[src/rtl/eic_pkg.sv]
package eic_pkg;

  typedef enum logic [1:0] {
    TRIG_LVL_HI = 2'b00,
    TRIG_LVL_LO = 2'b01,
    TRIG_RISE   = 2'b10,
    TRIG_FALL   = 2'b11
  } trig_e;

  typedef struct packed {
    trig_e trig;
    logic  en;
    logic  fast;
  } line_ctrl_t;

  localparam int unsigned FIELD_W  = 8;
  localparam int unsigned POS_PEND = 0;
  localparam int unsigned POS_FAST = 4;
  localparam int unsigned POS_EN   = 5;
  localparam int unsigned POS_TRIG = 6;

endpackage

[src/rtl/eic_sync.sv]
module eic_sync #(
  parameter int unsigned STAGES = 2
) (
  input  logic clk,
  input  logic rst_n,
  input  logic d_i,
  output logic q_o
);
  logic [STAGES-1:0] chain_q;

  always_ff @(posedge clk or negedge rst_n) begin
    if (!rst_n) chain_q <= '0;
    else        chain_q <= {chain_q[STAGES-2:0], d_i};
  end

  assign q_o = chain_q[STAGES-1];
endmodule

[src/rtl/eic_line.sv]
module eic_line
  import eic_pkg::*;
#(
  parameter int unsigned SYNC_STAGES = 2
) (
  input  logic       clk,
  input  logic       rst_n,
  input  logic       pin_i,
  input  logic       tick_fast_i,
  input  logic       tick_slow_i,
  input  line_ctrl_t ctrl_i,
  input  logic       clr_i,
  output logic       pend_o,
  output logic       req_o
);
  logic pin_s;
  logic prev_q;
  logic pend_q;
  logic samp;
  logic is_edge;
  logic invert;
  logic edge_evt;
  logic level_act;

  eic_sync #(.STAGES(SYNC_STAGES)) u_sync (
    .clk  (clk),
    .rst_n(rst_n),
    .d_i  (pin_i),
    .q_o  (pin_s)
  );

  assign is_edge = ctrl_i.trig[1];
  assign invert  = ctrl_i.trig[0];
  assign samp    = ctrl_i.fast ? tick_fast_i : tick_slow_i;

  always_ff @(posedge clk or negedge rst_n) begin
    if (!rst_n)    prev_q <= 1'b0;
    else if (samp) prev_q <= pin_s;
  end

  always_comb begin
    edge_evt = 1'b0;
    if (samp && is_edge)
      edge_evt = invert ? (!pin_s && prev_q) : (pin_s && !prev_q);
  end

  always_ff @(posedge clk or negedge rst_n) begin
    if (!rst_n)                      pend_q <= 1'b0;
    else if (!is_edge)               pend_q <= 1'b0;
    else if (ctrl_i.en && edge_evt)  pend_q <= 1'b1;
    else if (clr_i)                  pend_q <= 1'b0;
  end

  assign level_act = ctrl_i.en && (pin_s ^ invert);
  assign pend_o    = is_edge ? pend_q : level_act;
  assign req_o     = ctrl_i.en && pend_o;

  AST_EDGE_SETS: assert property (@(posedge clk) disable iff (!rst_n)
    (ctrl_i.en && edge_evt) |=> pend_q);
  AST_EDGE_HOLDS: assert property (@(posedge clk) disable iff (!rst_n)
    (is_edge && pend_q && !clr_i) |=> pend_q);
  AST_CLEAR_WORKS: assert property (@(posedge clk) disable iff (!rst_n)
    (is_edge && pend_q && clr_i && !edge_evt) |=> !pend_q);
  AST_DISABLED_NO_LATCH: assert property (@(posedge clk) disable iff (!rst_n)
    (!ctrl_i.en && !pend_q) |=> !pend_q);
  AST_LEVEL_DROPS_LATCH: assert property (@(posedge clk) disable iff (!rst_n)
    !is_edge |=> !pend_q);
endmodule

[src/rtl/ext_irq_conditioner.sv]
module ext_irq_conditioner
  import eic_pkg::*;
#(
  parameter int unsigned NUM_LINES   = 3,
  parameter int unsigned SYNC_STAGES = 2,
  parameter int unsigned REG_W       = 32
) (
  input  logic                           clk,
  input  logic                           rst_n,
  input  logic                           tick_fast,
  input  logic                           tick_slow,
  input  logic [NUM_LINES-1:0]           pin_in,
  input  logic                           wr_en,
  input  logic [$clog2(NUM_LINES)-1:0]   wr_line,
  input  logic [7:0]                     wr_data,
  output logic [REG_W-1:0]               reg_rdata,
  output logic [NUM_LINES-1:0]           irq_req
);
  localparam int unsigned SEL_W = $clog2(NUM_LINES);

  line_ctrl_t           ctrl_q [NUM_LINES];
  logic [NUM_LINES-1:0] pend;
  logic [NUM_LINES-1:0] hit;
  logic                 unused_wr_bits;

  assign unused_wr_bits = ^wr_data[3:1];

  for (genvar i = 0; i < NUM_LINES; i++) begin : g_line
    assign hit[i] = wr_en && (wr_line == SEL_W'(i));

    always_ff @(posedge clk or negedge rst_n) begin
      if (!rst_n) begin
        ctrl_q[i] <= '{trig: TRIG_LVL_HI, en: 1'b0, fast: 1'b0};
      end else if (hit[i]) begin
        ctrl_q[i].trig <= trig_e'(wr_data[POS_TRIG +: 2]);
        ctrl_q[i].en   <= wr_data[POS_EN];
        ctrl_q[i].fast <= wr_data[POS_FAST];
      end
    end

    eic_line #(.SYNC_STAGES(SYNC_STAGES)) u_line (
      .clk        (clk),
      .rst_n      (rst_n),
      .pin_i      (pin_in[i]),
      .tick_fast_i(tick_fast),
      .tick_slow_i(tick_slow),
      .ctrl_i     (ctrl_q[i]),
      .clr_i      (hit[i] && wr_data[POS_PEND]),
      .pend_o     (pend[i]),
      .req_o      (irq_req[i])
    );

    AST_WRITE_ISOLATED: assert property (@(posedge clk) disable iff (!rst_n)
      !hit[i] |=> $stable(ctrl_q[i]));
  end

  always_comb begin
    reg_rdata = '0;
    for (int i = 0; i < NUM_LINES; i++) begin
      reg_rdata[FIELD_W*(NUM_LINES-1-i) +: FIELD_W] =
        {ctrl_q[i].trig, ctrl_q[i].en, ctrl_q[i].fast, 3'b000, pend[i]};
    end
  end

  AST_REQ_ONEHOT_BOUND: assert property (@(posedge clk) disable iff (!rst_n)
    $countones(irq_req) <= $countones(pend));
endmodule

[config.mk]
export PLATFORM = sky130hd
export DESIGN_NAME = ext_irq_conditioner
export DESIGN_NICKNAME = d
export VERILOG_FILES = /design/src/rtl/eic_pkg.sv /design/src/rtl/eic_sync.sv /design/src/rtl/eic_line.sv /design/src/rtl/ext_irq_conditioner.sv
export SDC_FILE = /design/constraint.sdc
export NUM_CORES = 1
export LEC_CHECK = 0
export CORE_MARGIN = 2
export CORE_UTILIZATION = 44
export CTS_CLUSTER_SIZE = 30
export DETAILED_ROUTE_END_ITERATION = 8
export PLACE_DENSITY_LB_ADDON = 0.25
export SLEW_MARGIN = 20
export SYNTH_ARGS = -nofsm -noshare
export SYNTH_HDL_FRONTEND = slang
export SYNTH_SLANG_ARGS = --single-unit
[constraint.sdc]
create_clock -name clk -period 1.8 [get_ports clk]
set_input_delay 0.36 -clock clk [delete_from_list [all_inputs] [get_ports clk]]
set_output_delay 0.36 -clock clk [all_outputs]
set_load 0.02 [all_outputs]
==> qor.yml, run 1 <==
sta:
  fin_crit_sh_pct: 98.1
  period_needed_ns: 1.77
  max_clock_freq_mhz: 566
  hold_viol_final: 0
  slew_viol_final: 0
  finalClockSkew_ns: 0.0108
  setup_viol: 0
  grt_setup_unrepaired: "true"
global_routing:
  grt_pass1_vias: 796
  antenna_found_initial: 0
  grt_overflow: 0
  grt_pass1_wl_mm: 3.40
  track_usage_pct: 13.8
  grt_max_degree: 25
hold_path:
  hp-class: "flop to flop"
  hold_end: "g_line[1].u_line.u_sync.chain_q[1]"
  hold_path_depth: 0
  min_from: "g_line[1].u_line.u_sync.chain_q[0]"
detailed_routing:
  initialDrtViolationCount: 10
  wl_mm: 2.07
  top_layer: "met4"
  drc: 0
  vias: 824
  vias_per_cell: 4.71
  wl_met2_mm: 1.06
  routedWlPerCell_um: 11.9
  postRouteAntennaNets: 0
  wl_met3_um: 128
  wl_met1_um: 868
  drt_pre_antenna_iters: 2
layout:
  n_fill_cell: 228
  finish.utilization_pct: 59.7
  instances_no_fill: 175
  multiInputGateArea_um2: 494
  areaGrowthSynthToFinish_pct: 32.4
  regArea_um2: 601
  drive_gt1_share_pct: 26.4
  nets: 163
  antenna_cells: 0
synthesis:
  synth_top_cell_by_area: "dfrtp_1"
  synth-seq-cells: 24
  async_flop_share_pct: 100
  synth_seq_area_share_pct: 49.6
  synth.area.top_cells: "dfrtp_1 50%, buf_4 14%, mux2_2 14%"
  synth.most_common_cell: "dfrtp_1"
  yosysWarningCount: 0
  synth_edf_count: 0
  syn_area_mm2: 0.00121
  yosysUniqueCellTypes: 22
  synthFlopType: "dfrtp_1"
  syn-instance-count: 102
  syn_avg_cell_area_um2: 11.9
  synth_top_area_share_pct: 49.6
  synthTopCellsByCount: "24 x dfrtp_1, 23 x buf_4, 15 x mux2_2, 5 x nand2_1, 4 x nand2b_1"
clocking:
  clockBufferDepth: 2
  cts.clk_slew.worst_paths_ns: 0.13
  clock_sinks: 24
  numCtsBuffers: 3
  cts-root-buf: "clkbuf_4"
  worstSkewPairLatency_ns: 0.31
  postCtsHoldBufs: 0
  htree_levels: 1
  cts_tree: "built"
job:
  maxCapViolCount: 0
power_and_ir_drop:
  p_leak_nw: 0.785
  ir_worst_vdd_mv: 0.655
  p_per_area_mw_per_mm2: 993
setup_path:
  path_class: "flop to primary output"
  cp-end-kind: "primary output"
  critPathArrivalTime_ns: 1.41
  r2r-end: "g_line[1].u_line.prev_q"
  cp_max_fo: 2
  r2r_cells: 2
  required_ns: 1.44
  r2r-start: "reg_rdata[12]"
  r2r_setup_slack_ns: 0.61
  start_kind: "flop"
placed_design:
  dp_cells: 171
  gp_congestion: 0.732
  hpwl_mm: 1.69
  numPortBuffers: 32
floorplanning:
  fp.dieW_um: 56.5
  start_util_pct: 45.1
  num_rows: 19
  die_y_um: 56.5
  die_area_mm2: 0.00319
  io-pin-count: 53
  core_mm2: 0.00269
status:
  outcome: "finished, final reports clean"
==> cells by family (layout without fill, tap and decap cells) <==
kind of cell | after synthesis | in the layout | synth area share (%)
other | 1 | 17 | 0.310
XOR/XNOR | 3 | 3 | 2.17
multiplexers | 18 | 18 | 16.8
buffers and inverters | 24 | 50 | 14.6
AND/OR/NAND/NOR | 22 | 22 | 11.4
flip-flops | 24 | 24 | 49.6
AO/OA/AOI/OAI | 10 | 10 | 5.16
==> report_power, final <==
part | leakage, nW | switching, W | internal, W
clock network | 0.0279 | 0.000156 | 0.000225
logic | 0.469 | 0.000266 | 0.000285
registers | 0.288 | 0.0000453 | 0.000616
==> worst max path at each step <==
stage                     depth (start not counted)  slack, ns                          startpoint       endpoint
final                                             4       0.03                       reg_rdata[23]     irq_req[0]
after global placement                            4       0.02                        reg_rdata[7]     irq_req[2]
after detailed placement                          4     -0.007  g_line[2].u_line.u_sync.chain_q[1]     irq_req[2]
after floorplan                                   4       0.37                        reg_rdata[7]     irq_req[2]
after global routing                              4      -0.06                       reg_rdata[23]     irq_req[0]
after CTS                                         2      0.005                       reg_rdata[14]  reg_rdata[14]
==> stage by stage <==
| step | TNS [ns] | hold WS (ns) | cell area, µm² | total power [W] | setup WS [ns] |
|---|---|---|---|---|---|
| floorplan | 0 | 0.0644 | 1270 | 0.00101 | 0.365 |
| global placement | 0 | 0.333 | 1560 | 0.00124 | 0.0193 |
| detailed placement | -0.0130 | 0.341 | 1560 | 0.00125 | -0.00725 |
| CTS | 0 | 0.373 | 1610 | 0.00162 | 0.00541 |
| global route | -0.0688 | 0.385 | 1600 | 0.00168 | -0.0557 |
| finish | 0 | 0.369 | 1600 | 0.00159 | 0.0337 |
==> layout make-up <==
type / count / share of cell area (%)
clock buffer: 3 / 1.40
multi-input combinational: 70 / 30.8
clock inverter: 1 / 1.87
inverter: 1 / 0.234
timing repair buffer: 45 / 25.8
tap: 31 / 2.42
sequential: 24 / 37.4
==> what timing repair did <==
action	CTS	global route
buffers inserted	0	0
pin swaps	0	1
resized for setup	14	9
setup endpoints to repair	6	10
==> flip-flops by register name (all words and copies together), names as in the netlist <==
| register | count |
|---|---|
| g_line.u_line.pend_q | 3 |
| g_line.u_line.prev_q | 3 |
| g_line.u_line.u_sync.chain_q | 6 |
| reg_rdata | 12 |
==> metal layers <==
metal  GRT usage (%)  vias to the layer above
met5               0                        -
met4            4.08                        0
met3            2.53                        2
met2            25.4                       31
met1            16.2                      396
li1                -                      395
==> worst max-delay path, cell delays in order (launching register included) <==
cell and delay (ns):
dfrtp_1 0.40, nand2b_1 0.15, o21ai_1 0.15, and2_1 0.14, clkdlybuf4s15_2 0.25
==> cell usage in the layout (no fill, tap or decap), types with 3 or more instances in the layout <==
cell / n
mux2_2: 15
nand3b_1: 3
dfrtp_1: 24
dlymetal6s2s_1: 5
o21ai_1: 3
clkbuf_4: 3
conb_1: 17
buf_4: 13
nor2_1: 3
and2_1: 3
xnor2_1: 3
nand2_1: 5
nand2b_1: 4
a21oi_1: 3
clkdlybuf4s50_1: 21
(Power assumes the default switching activity.)
==> run 2, diff against run 1 <==
--- a/config.mk
+++ b/config.mk
@@ -9,6 +9,7 @@
 export CORE_UTILIZATION = 44
 export CTS_CLUSTER_SIZE = 30
 export DETAILED_ROUTE_END_ITERATION = 8
+export GPL_TIMING_DRIVEN = 0
 export PLACE_DENSITY_LB_ADDON = 0.25
 export SLEW_MARGIN = 20
 export SYNTH_ARGS = -nofsm -noshare
==> run 2 against run 1 <==
Cell count is 10% higher. Clock power is 45% lower. Setup slack better by 0.044 ns. Via count is 5.9% higher. Register-to-register slack hardly changed. Core utilization is 4.5 points higher. Fmax is 2.5% higher.
==> qor.yml, run 2 (synthesized netlist as in run 1, its figures left out) <==
sta:
  max_clock_freq_mhz: 581
  finalClockSkew_ns: 0.00104
  worst_slew_pin_slew_ns: 0.507
  period_needed_ns: 1.72
  hold_viol_final: 0
  setup_viol: 0
  fin_crit_sh_pct: 95.7
  grt_setup_unrepaired: "false"
  slew_headroom_pct: 66.2
  slew_viol_final: 0
  worst_slack_ns: 0.0775
clocking:
  postCtsHoldBufs: 0
  numCtsBuffers: 3
  clockBufferDepth: 2
  cts.clk_slew.worst_paths_ns: 0.11
  cts_tree: "built"
  htree_levels: 1
  cts-root-buf: "clkbuf_4"
  clock_sinks: 24
  worstSkewPairLatency_ns: 0.29
setup_path:
  cp_max_fo: 3
  cpMaxStageDelayCell: "dfrtp_1"
  r2r_setup_slack_ns: 0.61
  critPathArrivalTime_ns: 1.36
  max_stage_delay_ns: 0.42
  r2r-start: "reg_rdata[12]"
  start_kind: "flop"
  required_ns: 1.44
  r2r-end: "g_line[1].u_line.prev_q"
  path_class: "flop to primary output"
  crit_chain: "xnor2_1 -> o21ai_1 -> and2_1 -> buf_4 -> buf_6"
  r2r_cells: 2
  cp-end-kind: "primary output"
placed_design:
  hpwl_mm: 1.58
  pre_cts_ws_ns: -0.176
  numPortBuffers: 32
  gp_congestion: 0.687
global_routing:
  grt_pass1_vias: 827
  grt_max_degree: 25
  antenna_found_initial: 0
  grt_overflow: 0
  track_usage_pct: 13.9
  grt_pass1_wl_mm: 3.54
detailed_routing:
  initialDrtViolationCount: 11
  postRouteAntennaNets: 0
  vias_per_cell: 4.52
  drt_pre_antenna_iters: 4
  routedWlPerCell_um: 10.9
  vias: 873
  drc: 0
  wl_mm: 2.10
power_and_ir_drop:
  pwr-share-comb_pct: 39.8
  p_switching_w: 0.000459
  clockPowerShare_pct: 14.0
  p_leak_nw: 0.882
  seqPwrFrac_pct: 46.2
  p_per_area_mw_per_mm2: 860
  p_int_w: 0.00102
  ir_worst_vdd_mv: 0.647
  switching_share_pct: 31.0
floorplanning:
  fp.dieW_um: 56.5
  core_mm2: 0.00269
  num_rows: 19
  die_area_mm2: 0.00319
  io-pin-count: 53
  die_y_um: 56.5
  start_util_pct: 45.1
layout:
  n_fill_cell: 230
  areaGrowthSynthToFinish_pct: 42.5
  antenna_cells: 0
  final_common_cell: "buf_4"
  nets: 182
  regArea_um2: 601
  multiInputGateArea_um2: 505
  layout_common_cells: "33 x buf_4, 24 x dfrtp_1, 19 x clkdlybuf4s50_1, 17 x conb_1, 15 x mux2_2"
  largest_reg_flops: 12
  finish.utilization_pct: 64.2
  drive_gt1_share_pct: 38.3
hold_path:
  hp-class: "input port to asynchronous set/reset pin"
job:
  maxCapViolCount: 0
status:
  outcome: "finished, final reports clean"
[run 2: cell types whose count changed in the layout (fill, tap and decap cells not counted)]
cell and change:
buf_4 +20, buf_6 +3, bufinv_16 -1, clkbuf_2 +1
clkdlybuf4s15_2 -1, clkdlybuf4s50_1 -2, dlygate4sd2_1 -2, nand2b_1 -1
nand2b_4 +1, o21ai_1 -1, o21ai_2 +1
[run 2: how the worst max path moves through the flow]
stage / from / to / slack, ns / cells after the start
CTS: reg_rdata[23] / reg_rdata[16] / 0.006 / 4
finish: g_line[2].u_line.u_sync.chain_q[1] / irq_req[2] / 0.08 / 5
detailed placement: reg_rdata[15] / irq_req[1] / -0.18 / 5
global route: g_line[2].u_line.u_sync.chain_q[1] / irq_req[2] / 0.001 / 5
global placement: reg_rdata[7] / irq_req[2] / -0.12 / 5
floorplan: reg_rdata[7] / irq_req[2] / 0.37 / 4
[run 2: power groups by stage]
| stage | Sequential [W] | Combinational [W] | Clock, W |
|---|---|---|---|
| 2_1_floorplan | 0.000751 | 0.000263 | 0 |
| 3_3_place_gp | 0.000696 | 0.000533 | 0 |
| 3_5_place_dp | 0.000700 | 0.000539 | 0 |
| 4_1_cts | 0.000683 | 0.000572 | 0.000224 |
| 5_1_grt | 0.000700 | 0.000635 | 0.000245 |
| 6_report | 0.000686 | 0.000590 | 0.000208 |
[run 2: per-layer routing]
metal,vias up,wire [µm],GRT usage [%]
li1,430,-,-
met1,404,866,17.5
met2,35,1080,24.3
met3,4,131,1.84
met4,0,23,5.10
met5,-,0,0
[run 2: timing repair]
action / in CTS / in global routing
resized for setup: 23 / 15
buffers inserted: 6 / 5
pin swaps: 1 / 7
setup endpoints to repair: 6 / 10
[run 2: layout make-up]
| type | count | share of cell area [%] |
|---|---|---|
| Inverter | 1 | 0.218 |
| Buffer | 21 | 9.14 |
| Multi-Input combinational cell | 70 | 29.3 |
| Sequential cell | 24 | 34.8 |
| Tap cell | 31 | 2.25 |
| Clock buffer | 3 | 1.31 |
| Timing Repair Buffer | 43 | 23.0 |
[run 2: worst max-delay path, delay by kind of cell (launching register included)]
kind            cells  cell delay [ns]
simple gates        1             0.15
xor+xnor            1             0.16
buf+inv             2             0.24
flops               1             0.42
compound gates      1             0.09
[run 2: per-stage QoR]
stage | hold slack (ns) | power [W] | instance area, µm² | TNS (ns) | cells
4_1_cts | 0.364 | 0.00148 | 1680 | 0 | 190
6_report | 0.0213 | 0.00148 | 1730 | 0 | 193
3_5_place_dp | 0.336 | 0.00124 | 1630 | -0.468 | 181
2_1_floorplan | 0.0644 | 0.00101 | 1270 | 0 | 118
3_3_place_gp | 0.335 | 0.00123 | 1630 | -0.323 | 181
5_1_grt | 0.0491 | 0.00158 | 1730 | 0 | 193
